## src/rtl/afc_pkg.sv

```systemverilog
`timescale 1ns/1ps
package afc_pkg;
   localparam int unsigned MAC_W     = 48;
   localparam int unsigned WORD_W    = 32;
   localparam int unsigned OCTET_W   = 8;
   localparam int unsigned OCTET_CNT = MAC_W / OCTET_W;
   localparam int unsigned LO_KEEP_W = MAC_W - WORD_W;
   localparam int unsigned CTL_W     = 3;

   // bit 0 compare, bit 1 keep multicast, bit 2 keep broadcast
   typedef struct packed {
      logic all_bcast;
      logic all_mcast;
      logic cmp_en;
   } afc_ctl_t;

   function automatic logic addr_is_bcast(input logic [MAC_W-1:0] a);
      return &a;
   endfunction

   // group bit is the lsb of the first octet on the wire
   function automatic logic addr_is_mcast(input logic [MAC_W-1:0] a);
      return a[MAC_W-OCTET_W];
   endfunction
endpackage

```

## src/rtl/afc_table.sv

```systemverilog
`timescale 1ns/1ps
module afc_table #(
   parameter int unsigned N_ENTRIES = 16,
   parameter int unsigned CFG_AW    = 6
) (
   input  logic                                              clk,
   input  logic                                              rst_n,
   input  logic                                              cfg_we,
   input  logic [CFG_AW-1:0]                                 cfg_addr,
   input  logic [afc_pkg::WORD_W-1:0]                        cfg_wdata,
   output logic [N_ENTRIES-1:0][afc_pkg::WORD_W-1:0]         tbl_hi,
   output logic [N_ENTRIES-1:0][afc_pkg::LO_KEEP_W-1:0]      tbl_lo,
   output logic [N_ENTRIES-1:0]                              ent_en,
   output afc_pkg::afc_ctl_t                                 ctl
);
   import afc_pkg::*;

   localparam int unsigned EN_SEL  = 2 * N_ENTRIES;
   localparam int unsigned CTL_SEL = 2 * N_ENTRIES + 1;

   if ((1 << CFG_AW) < CTL_SEL + 1) begin : g_aw_chk
      $error("afc_table: CFG_AW too narrow for the register file");
   end

   for (genvar i = 0; i < N_ENTRIES; i++) begin : g_slot
      localparam logic [CFG_AW-1:0] HI_SEL = CFG_AW'(2 * i);
      localparam logic [CFG_AW-1:0] LO_SEL = CFG_AW'(2 * i + 1);

      always_ff @(posedge clk or negedge rst_n) begin
         if (!rst_n) begin
            tbl_hi[i] <= '0;
            tbl_lo[i] <= '0;
         end else if (cfg_we) begin
            if (cfg_addr == HI_SEL) tbl_hi[i] <= cfg_wdata;
            if (cfg_addr == LO_SEL) tbl_lo[i] <= cfg_wdata[WORD_W-1 -: LO_KEEP_W];
         end
      end

      p_lo_upper_r2: assert property (@(posedge clk) disable iff (!rst_n)
         (cfg_we && cfg_addr == LO_SEL) |=> tbl_lo[i] == $past(cfg_wdata[WORD_W-1 -: LO_KEEP_W]))
         else $error("p_lo_upper_r2");
   end

   always_ff @(posedge clk or negedge rst_n) begin
      if (!rst_n) begin
         ent_en <= '0;
         ctl    <= '0;
      end else if (cfg_we) begin
         if (cfg_addr == CFG_AW'(EN_SEL))  ent_en <= cfg_wdata[N_ENTRIES-1:0];
         if (cfg_addr == CFG_AW'(CTL_SEL)) ctl    <= afc_ctl_t'(cfg_wdata[CTL_W-1:0]);
      end
   end

   p_en_write_r3: assert property (@(posedge clk) disable iff (!rst_n)
      (cfg_we && cfg_addr == CFG_AW'(EN_SEL)) |=> ent_en == $past(cfg_wdata[N_ENTRIES-1:0]))
      else $error("p_en_write_r3");

   p_ctl_hold_r4: assert property (@(posedge clk) disable iff (!rst_n)
      !(cfg_we && cfg_addr == CFG_AW'(CTL_SEL)) |=> $stable(ctl))
      else $error("p_ctl_hold_r4");
endmodule

```

## src/rtl/afc_octet_asm.sv

```systemverilog
`timescale 1ns/1ps
module afc_octet_asm (
   input  logic                            clk,
   input  logic                            rst_n,
   input  logic                            oct_vld,
   input  logic                            oct_sof,
   input  logic [afc_pkg::OCTET_W-1:0]     oct_data,
   output logic                            addr_vld,
   output logic [afc_pkg::MAC_W-1:0]       addr
);
   import afc_pkg::*;

   localparam int unsigned LAST   = OCTET_CNT - 1;
   localparam int unsigned CNT_W  = $clog2(OCTET_CNT);
   localparam int unsigned HELD_W = MAC_W - OCTET_W;

   // cnt 0: idle, 1..LAST: number of octets already held
   logic [CNT_W-1:0]  cnt;
   logic [HELD_W-1:0] held;

   always_comb begin
      addr_vld = oct_vld && !oct_sof && (cnt == CNT_W'(LAST));
      addr     = {held, oct_data};
   end

   always_ff @(posedge clk or negedge rst_n) begin
      if (!rst_n) begin
         cnt  <= '0;
         held <= '0;
      end else if (oct_vld) begin
         if (oct_sof) begin
            cnt  <= CNT_W'(1);
            held <= HELD_W'(oct_data);
         end else if (cnt != '0) begin
            held <= {held[HELD_W-OCTET_W-1:0], oct_data};
            cnt  <= (cnt == CNT_W'(LAST)) ? '0 : cnt + CNT_W'(1);
         end
      end
   end

   p_cnt_range_r10: assert property (@(posedge clk) disable iff (!rst_n)
      cnt <= CNT_W'(LAST))
      else $error("p_cnt_range_r10");

   p_restart_r11: assert property (@(posedge clk) disable iff (!rst_n)
      (oct_vld && oct_sof) |=> cnt == CNT_W'(1))
      else $error("p_restart_r11");

   p_idle_stays_r11: assert property (@(posedge clk) disable iff (!rst_n)
      (cnt == '0 && !(oct_vld && oct_sof)) |=> cnt == '0)
      else $error("p_idle_stays_r11");
endmodule

```

## src/rtl/afc_match.sv

```systemverilog
`timescale 1ns/1ps
module afc_match #(
   parameter int unsigned N_ENTRIES = 16,
   parameter int unsigned IDX_W     = 4
) (
   input  logic                                          clk,
   input  logic                                          rst_n,
   input  logic [afc_pkg::MAC_W-1:0]                     addr,
   input  logic [N_ENTRIES-1:0][afc_pkg::WORD_W-1:0]     tbl_hi,
   input  logic [N_ENTRIES-1:0][afc_pkg::LO_KEEP_W-1:0]  tbl_lo,
   input  logic [N_ENTRIES-1:0]                          ent_en,
   output logic                                          any_hit,
   output logic [IDX_W-1:0]                              hit_idx
);
   import afc_pkg::*;

   logic [N_ENTRIES-1:0] hit_vec;
   logic [N_ENTRIES-1:0] grant;

   for (genvar i = 0; i < N_ENTRIES; i++) begin : g_cmp
      assign hit_vec[i] = ent_en[i]
                        && (tbl_hi[i] == addr[MAC_W-1 -: WORD_W])
                        && (tbl_lo[i] == addr[LO_KEEP_W-1:0]);
   end

   // isolate the lowest set bit: lowest index wins
   always_comb begin
      grant   = hit_vec & (~hit_vec + N_ENTRIES'(1));
      any_hit = |hit_vec;
      hit_idx = '0;
      for (int i = 0; i < N_ENTRIES; i++) begin
         if (grant[i]) hit_idx = hit_idx | IDX_W'(i);
      end
   end

   p_grant_onehot_r8: assert property (@(posedge clk) disable iff (!rst_n)
      $onehot0(grant))
      else $error("p_grant_onehot_r8");

   p_grant_present_r8: assert property (@(posedge clk) disable iff (!rst_n)
      (|hit_vec) == (|grant))
      else $error("p_grant_present_r8");

   p_grant_subset_r3: assert property (@(posedge clk) disable iff (!rst_n)
      (grant & ~ent_en) == '0)
      else $error("p_grant_subset_r3");
endmodule

```

## src/rtl/addr_filter_cam.sv

```systemverilog
`timescale 1ns/1ps
module addr_filter_cam #(
   parameter int unsigned N_ENTRIES = 16,
   parameter bit          SERIAL_EN = 1'b1,
   localparam int unsigned CFG_AW   = $clog2(2 * N_ENTRIES + 2),
   localparam int unsigned IDX_W    = (N_ENTRIES > 1) ? $clog2(N_ENTRIES) : 1
) (
   input  logic                  clk,
   input  logic                  rst_n,
   input  logic                  cfg_we,
   input  logic [CFG_AW-1:0]     cfg_addr,
   input  logic [31:0]           cfg_wdata,
   input  logic                  da_vld,
   input  logic [47:0]           da,
   input  logic                  rx_vld,
   input  logic                  rx_sof,
   input  logic [7:0]            rx_byte,
   output logic                  dec_vld,
   output logic                  dec_accept,
   output logic                  dec_hit,
   output logic [IDX_W-1:0]      dec_idx
);
   import afc_pkg::*;

   if (N_ENTRIES < 1 || N_ENTRIES > WORD_W) begin : g_size_chk
      $error("addr_filter_cam: N_ENTRIES must lie in 1..32");
   end
   if (MAC_W != 48 || OCTET_CNT != 6) begin : g_fmt_chk
      $error("addr_filter_cam: address format constants inconsistent");
   end

   logic [N_ENTRIES-1:0][WORD_W-1:0]    tbl_hi;
   logic [N_ENTRIES-1:0][LO_KEEP_W-1:0] tbl_lo;
   logic [N_ENTRIES-1:0]                ent_en;
   afc_ctl_t                            ctl;

   afc_table #(.N_ENTRIES(N_ENTRIES), .CFG_AW(CFG_AW)) u_table (
      .clk(clk), .rst_n(rst_n),
      .cfg_we(cfg_we), .cfg_addr(cfg_addr), .cfg_wdata(cfg_wdata),
      .tbl_hi(tbl_hi), .tbl_lo(tbl_lo), .ent_en(ent_en), .ctl(ctl)
   );

   logic             asm_vld;
   logic [MAC_W-1:0] asm_addr;

   if (SERIAL_EN) begin : g_serial
      afc_octet_asm u_asm (
         .clk(clk), .rst_n(rst_n),
         .oct_vld(rx_vld), .oct_sof(rx_sof), .oct_data(rx_byte),
         .addr_vld(asm_vld), .addr(asm_addr)
      );
   end else begin : g_no_serial
      assign asm_vld  = 1'b0;
      assign asm_addr = '0;
   end

   // parallel strobe takes precedence over a completing serial address
   logic             lk_vld;
   logic [MAC_W-1:0] lk_addr;
   always_comb begin
      lk_vld  = da_vld || asm_vld;
      lk_addr = da_vld ? da : asm_addr;
   end

   logic             m_any;
   logic [IDX_W-1:0] m_idx;

   afc_match #(.N_ENTRIES(N_ENTRIES), .IDX_W(IDX_W)) u_match (
      .clk(clk), .rst_n(rst_n),
      .addr(lk_addr), .tbl_hi(tbl_hi), .tbl_lo(tbl_lo), .ent_en(ent_en),
      .any_hit(m_any), .hit_idx(m_idx)
   );

   logic             nx_hit;
   logic             nx_acc;
   logic [IDX_W-1:0] nx_idx;

   always_comb begin
      nx_hit = ctl.cmp_en && m_any;
      nx_acc = nx_hit
             || (ctl.all_bcast && addr_is_bcast(lk_addr))
             || (ctl.all_mcast && addr_is_mcast(lk_addr));
      nx_idx = nx_hit ? m_idx : '0;
   end

   always_ff @(posedge clk or negedge rst_n) begin
      if (!rst_n) begin
         dec_vld    <= 1'b0;
         dec_accept <= 1'b0;
         dec_hit    <= 1'b0;
         dec_idx    <= '0;
      end else begin
         dec_vld    <= lk_vld;
         dec_accept <= lk_vld && nx_acc;
         dec_hit    <= lk_vld && nx_hit;
         dec_idx    <= lk_vld ? nx_idx : '0;
      end
   end

   p_latency_r9: assert property (@(posedge clk) disable iff (!rst_n)
      (da_vld || asm_vld) |=> dec_vld)
      else $error("p_latency_r9");

   p_quiet_r9: assert property (@(posedge clk) disable iff (!rst_n)
      !(da_vld || asm_vld) |=> (!dec_vld && !dec_accept && !dec_hit && dec_idx == '0))
      else $error("p_quiet_r9");

   p_hit_keeps_r7: assert property (@(posedge clk) disable iff (!rst_n)
      dec_hit |-> dec_accept)
      else $error("p_hit_keeps_r7");

   p_cmp_gate_r7: assert property (@(posedge clk) disable iff (!rst_n)
      dec_hit |-> $past(ctl.cmp_en))
      else $error("p_cmp_gate_r7");

   p_idx_nohit_r8: assert property (@(posedge clk) disable iff (!rst_n)
      !dec_hit |-> dec_idx == '0)
      else $error("p_idx_nohit_r8");

   p_par_first_r12: assert property (@(posedge clk) disable iff (!rst_n)
      (da_vld && ctl.all_bcast && (&da)) |=> dec_accept)
      else $error("p_par_first_r12");
endmodule

```

## config.mk

```make
export PLATFORM = sky130hd
export DESIGN_NAME = addr_filter_cam
export DESIGN_NICKNAME = d
export VERILOG_FILES = /design/src/rtl/afc_pkg.sv /design/src/rtl/afc_table.sv /design/src/rtl/afc_octet_asm.sv /design/src/rtl/afc_match.sv /design/src/rtl/addr_filter_cam.sv
export SDC_FILE = /design/constraint.sdc
export NUM_CORES = 2
export LEC_CHECK = 0
export BUFFER_PORTS_ARGS = -buffer_cell sky130_fd_sc_hd__buf_2
export CAP_MARGIN = 40
export CORE_UTILIZATION = 30
export CTS_BUF_LIST = sky130_fd_sc_hd__clkbuf_16
export DETAILED_ROUTE_END_ITERATION = 12
export PLACE_DENSITY_LB_ADDON = 0.12
export SLEW_MARGIN = 20
export SYNTH_ARGS = -nofsm -noshare
export SYNTH_HDL_FRONTEND = slang
export SYNTH_SLANG_ARGS = --single-unit
```

## constraint.sdc

```tcl
create_clock -name clk -period 2.5 [get_ports clk]
set_input_delay 0.375 -clock clk [delete_from_list [all_inputs] [get_ports clk]]
set_output_delay 0.375 -clock clk [all_outputs]
set_load 0.02 [all_outputs]
```

==> impl_results.md <==
* Result of the run: complete, but fails checks
* Violated checks: setup timing
* RSZ-0062 raised after global routing: true
* Vias in the first global route at between 30000 and 40000
* Share of synthesized registers carrying an async set or reset at 1.00
* Initial DRT Pass Iterations at 7
* Starting DRT DRC Count at 2063
* Cell type with the highest occurrence count on the critical path: sky130_fd_sc_hd__buf_4
* Flip-flop cell with the highest count after synthesis: sky130_fd_sc_hd__dfrtp_1
* Vias at 28800
* Slew at the pin closest to its max-slew limit at roughly 0.89 ns
* Cell count of the worst reg-to-reg path at 15
* Crit Path Max Fanout at 5
* Maximum count of clock buffers along a single path at 3
* Max VDD drop at 473 µV
* Tightest slew margin relative to the limit at 0.398
* WP data arrival at between 3 and 4 ns
* Initial core utilization at 0.304
* Commonest cells after routing, fill and taps aside: sky130_fd_sc_hd__dfrtp_1, sky130_fd_sc_hd__mux2_2, sky130_fd_sc_hd__xnor2_1, sky130_fd_sc_hd__buf_4, sky130_fd_sc_hd__buf_12
* IO Port Bufs at roughly 110
* Initial antenna violation count at 27
* Yosys warnings at 0
* Pin count of the biggest net entering global routing at 74
* Die width at 373 µm
* Number of inserted filler cells in the final layout at 12800
* Cells after Synth at a little over 3000
* Worst setup slack before clock tree synthesis at -1.70 ns
* Number of synthesized flops with an enable pin at 0
* Routed Wire Length at between 150000 and 200000 µm
* Antenna Nets Post-Route at 0
* Total leakage power at around 0.024 µW
* Net Count, Synth at 3197
* Sequential fraction of the synthesis area at 0.507
* Worst setup path category: flip-flop to flip-flop
* Total standard cell area after synthesis at 41300 µm²
* Share of cells above drive strength 1 at 0.462
* Finish-stage setup viols at 6
* Clock-pin slew reported for the worst setup and hold paths after clock tree synthesis at about 0.060 ns
* Final core area utilization at 0.394
* Category of the worst setup path capture point: flip-flop
* Remaining global-route overflow at 0
* Number of nets in the layout at around 3800
* Io pins at approximately 110
* Worst Setup Start Kind: flip-flop
* Clock tree from TritonCTS: yes
* Wire per inst at approximately 33 µm
* Residual DRC count at 0
* Mean cell area of the mapped netlist at 13.3 µm²
* Clock Latency Late Sink at around 0.73 ns
* Setup slack of the critical path after layout at -0.675 ns
* Power density relative to cell area at approximately 800 nW/µm²
* Max stage delay cell, worst path: sky130_fd_sc_hd__dfrtp_1
* Layout area overhead at 29.8%
* Time the worst path needs with I/O delays and setup at around 3.2 ns
* Maximum clock skew at final layout at 0.0370 ns
* Worst hold path class: input port to flip-flop
* Tot GR Track Use at 0.262
* HPWL after detailed placement at about 120000 µm
* Number of distinct library cell variants in the gate-level netlist after synthesis at 60
* Worst hold path cell count at 3
* CP max stage delay at a little under 0.4 ns
* Highest attainable clock frequency at 0.315 GHz
* Final worst path period share at 1.27
* CTS buffer count at 100
* Count of state elements after synthesis at about 840
* Final weighted congestion of routability-driven global placement at between 0.8 and 0.9
* Die Y at 373 µm
* Most common cell after layout, fill and taps aside: sky130_fd_sc_hd__dfrtp_1
* Core Region at approximately 140000 µm²
* CTS Root Cell: sky130_fd_sc_hd__clkbuf_16
* Via-per-instance ratio at about 5.2
* Number of H-tree levels at 3
* Wire length of the first global-routing pass at 254000 µm
* Total clock sinks at 837
* Final slew viol count at 0
* Row count at 135
* Critical-path cell list: mux2i_4 > buf_12 > buf_16 > buf_12 > buf_4 > xnor2_1 > nor4_2 > nand4_1 > nor4_2 > buf_4 > nor4_4 > nand4_1 > buf_4 > or3_1 > a31oi_2
* Count of max-cap constraint violations at 0
* Endpoint required time on the critical path at between 3 and 4 ns
* Number of hold violations in the final report at 0
* Full die area at around 140000 µm²
[metal layers]
layer	vias to the layer above	global-route usage	part of all wire
met5	-	0	0.00026
met4	8	0.0827	0.033
met3	267	0.0388	0.053
met2	937	0.410	0.45
met1	15500	0.372	0.46
li1	12100	-	-
[critical path: cells and delay by family, from the launching register on]
kind                   cells  cell delay (ns)
AND/OR/NAND/NOR            6             1.24
multiplexers               1             0.09
buffers and inverters      6             0.90
flip-flops                 1             0.39
XOR/XNOR                   1             0.27
AO/OA/AOI/OAI              1             0.16
[sequential cells by signal (all words and copies together), names as in the netlist]
name	count
g_serial.u_asm.held	40
u_table.tbl_hi	512
u_table.ent_en	16
u_table.ctl	3
g_serial.u_asm.cnt	3
dec_accept	1
dec_vld	1
u_table.tbl_lo	256
dec_idx	4
dec_hit	1
[synth_stat cells (all sizes together), types with 4 or more instances]
| library cell | n | area share |
|---|---|---|
| a211oi | 4 | 0.00073 |
| a21boi | 4 | 0.00073 |
| a21oi | 7 | 0.00085 |
| a22o | 37 | 0.0078 |
| a2bb2oi | 8 | 0.0017 |
| buf | 93 | 0.015 |
| clkbuf | 114 | 0.010 |
| dfrtp | 837 | 0.51 |
| inv | 6 | 0.00054 |
| mux2 | 795 | 0.22 |
| mux2i | 48 | 0.024 |
| nand2 | 30 | 0.0027 |
| nand3 | 28 | 0.0034 |
| nand4 | 46 | 0.0070 |
| nor2 | 30 | 0.0027 |
| nor2b | 5 | 0.00076 |
| nor3 | 25 | 0.0030 |
| nor3b | 4 | 0.00073 |
| nor4 | 188 | 0.029 |
| o21ai | 8 | 0.00097 |
| o22ai | 12 | 0.0018 |
| o2bb2ai | 4 | 0.00085 |
| or4 | 6 | 0.0011 |
| xnor2 | 669 | 0.14 |
| xor2 | 49 | 0.010 |
[final cells by class]
type	instances	area, µm²	share of cell area
Antenna cell	6	15.0	0.000280
Clock buffer	103	2580	0.0480
Clock inverter	72	517	0.00963
Inverter	6	22.5	0.000420
Multi-Input combinational cell	2047	20100	0.374
Sequential cell	837	20900	0.390
Tap cell	1781	2230	0.0415
Timing Repair Buffer	667	7280	0.136
[worst paths after layout]
kind | startpoint | to | slack [ns]
hold reg to reg | u_table.ctl[1] | u_table.ctl[1] | 0.51
max in group asynchronous | rst_n | u_table.tbl_hi[95] | 1.24
hold / removal | rx_byte[1] | g_serial.u_asm.held[1] | 0.06
setup reg to reg | g_serial.u_asm.held[36] | dec_idx[0] | -0.67
min in group asynchronous | rst_n | g_serial.u_asm.held[10] | 0.23
setup / recovery | g_serial.u_asm.held[36] | dec_idx[0] | -0.67
[what timing repair did]
| item | CTS | global route |
|---|---|---|
| endpoints found under the setup margin | 6 | 6 |
| hold buffers | 10 | 0 |
| hold endpoints to repair | 37 | 0 |
| resized for setup | 70 | 39 |
| cloned | 0 | 1 |
| buffers inserted | 57 | 23 |
| pin swaps | 23 | 21 |
[cell families (layout without fill, tap and decap cells)]
group	count (synthesis)	count (layout)	synth area share
buffers and inverters	213	848	0.0259
AND/OR/NAND/NOR	380	380	0.0541
AO/OA/AOI/OAI	106	106	0.0201
XOR/XNOR	718	718	0.152
other	0	6	0
flip-flops	837	837	0.507
multiplexers	843	843	0.241
[through the flow]
stage | hold slack, ns | instances | power [µW] | TNS (ns) | instance area (µm²)
global route | 0.0417 | 5514 | 43500 | -3.54 | 53600
finish | 0.0562 | 5519 | 41900 | -3.28 | 53600
detailed placement | 0.393 | 5247 | 27200 | -8.92 | 48900
global placement | 0.384 | 5242 | 27000 | -9.17 | 48800
floorplan | 0.0794 | 3097 | 22100 | -1.91 | 41500
CTS | 0.0103 | 5489 | 42000 | -3.11 | 53200
[power breakdown]
| group | internal [µW] | total (µW) | switching [µW] | leakage [µW] |
|---|---|---|---|---|
| Sequential | 15400 | 16700 | 1320 | 0.0111 |
| Combinational | 5520 | 11000 | 5470 | 0.0109 |
| Clock | 8100 | 14200 | 6110 | 0.00161 |
| Total | 29000 | 41900 | 12900 | 0.0236 |
(Power assumes the default switching activity.)
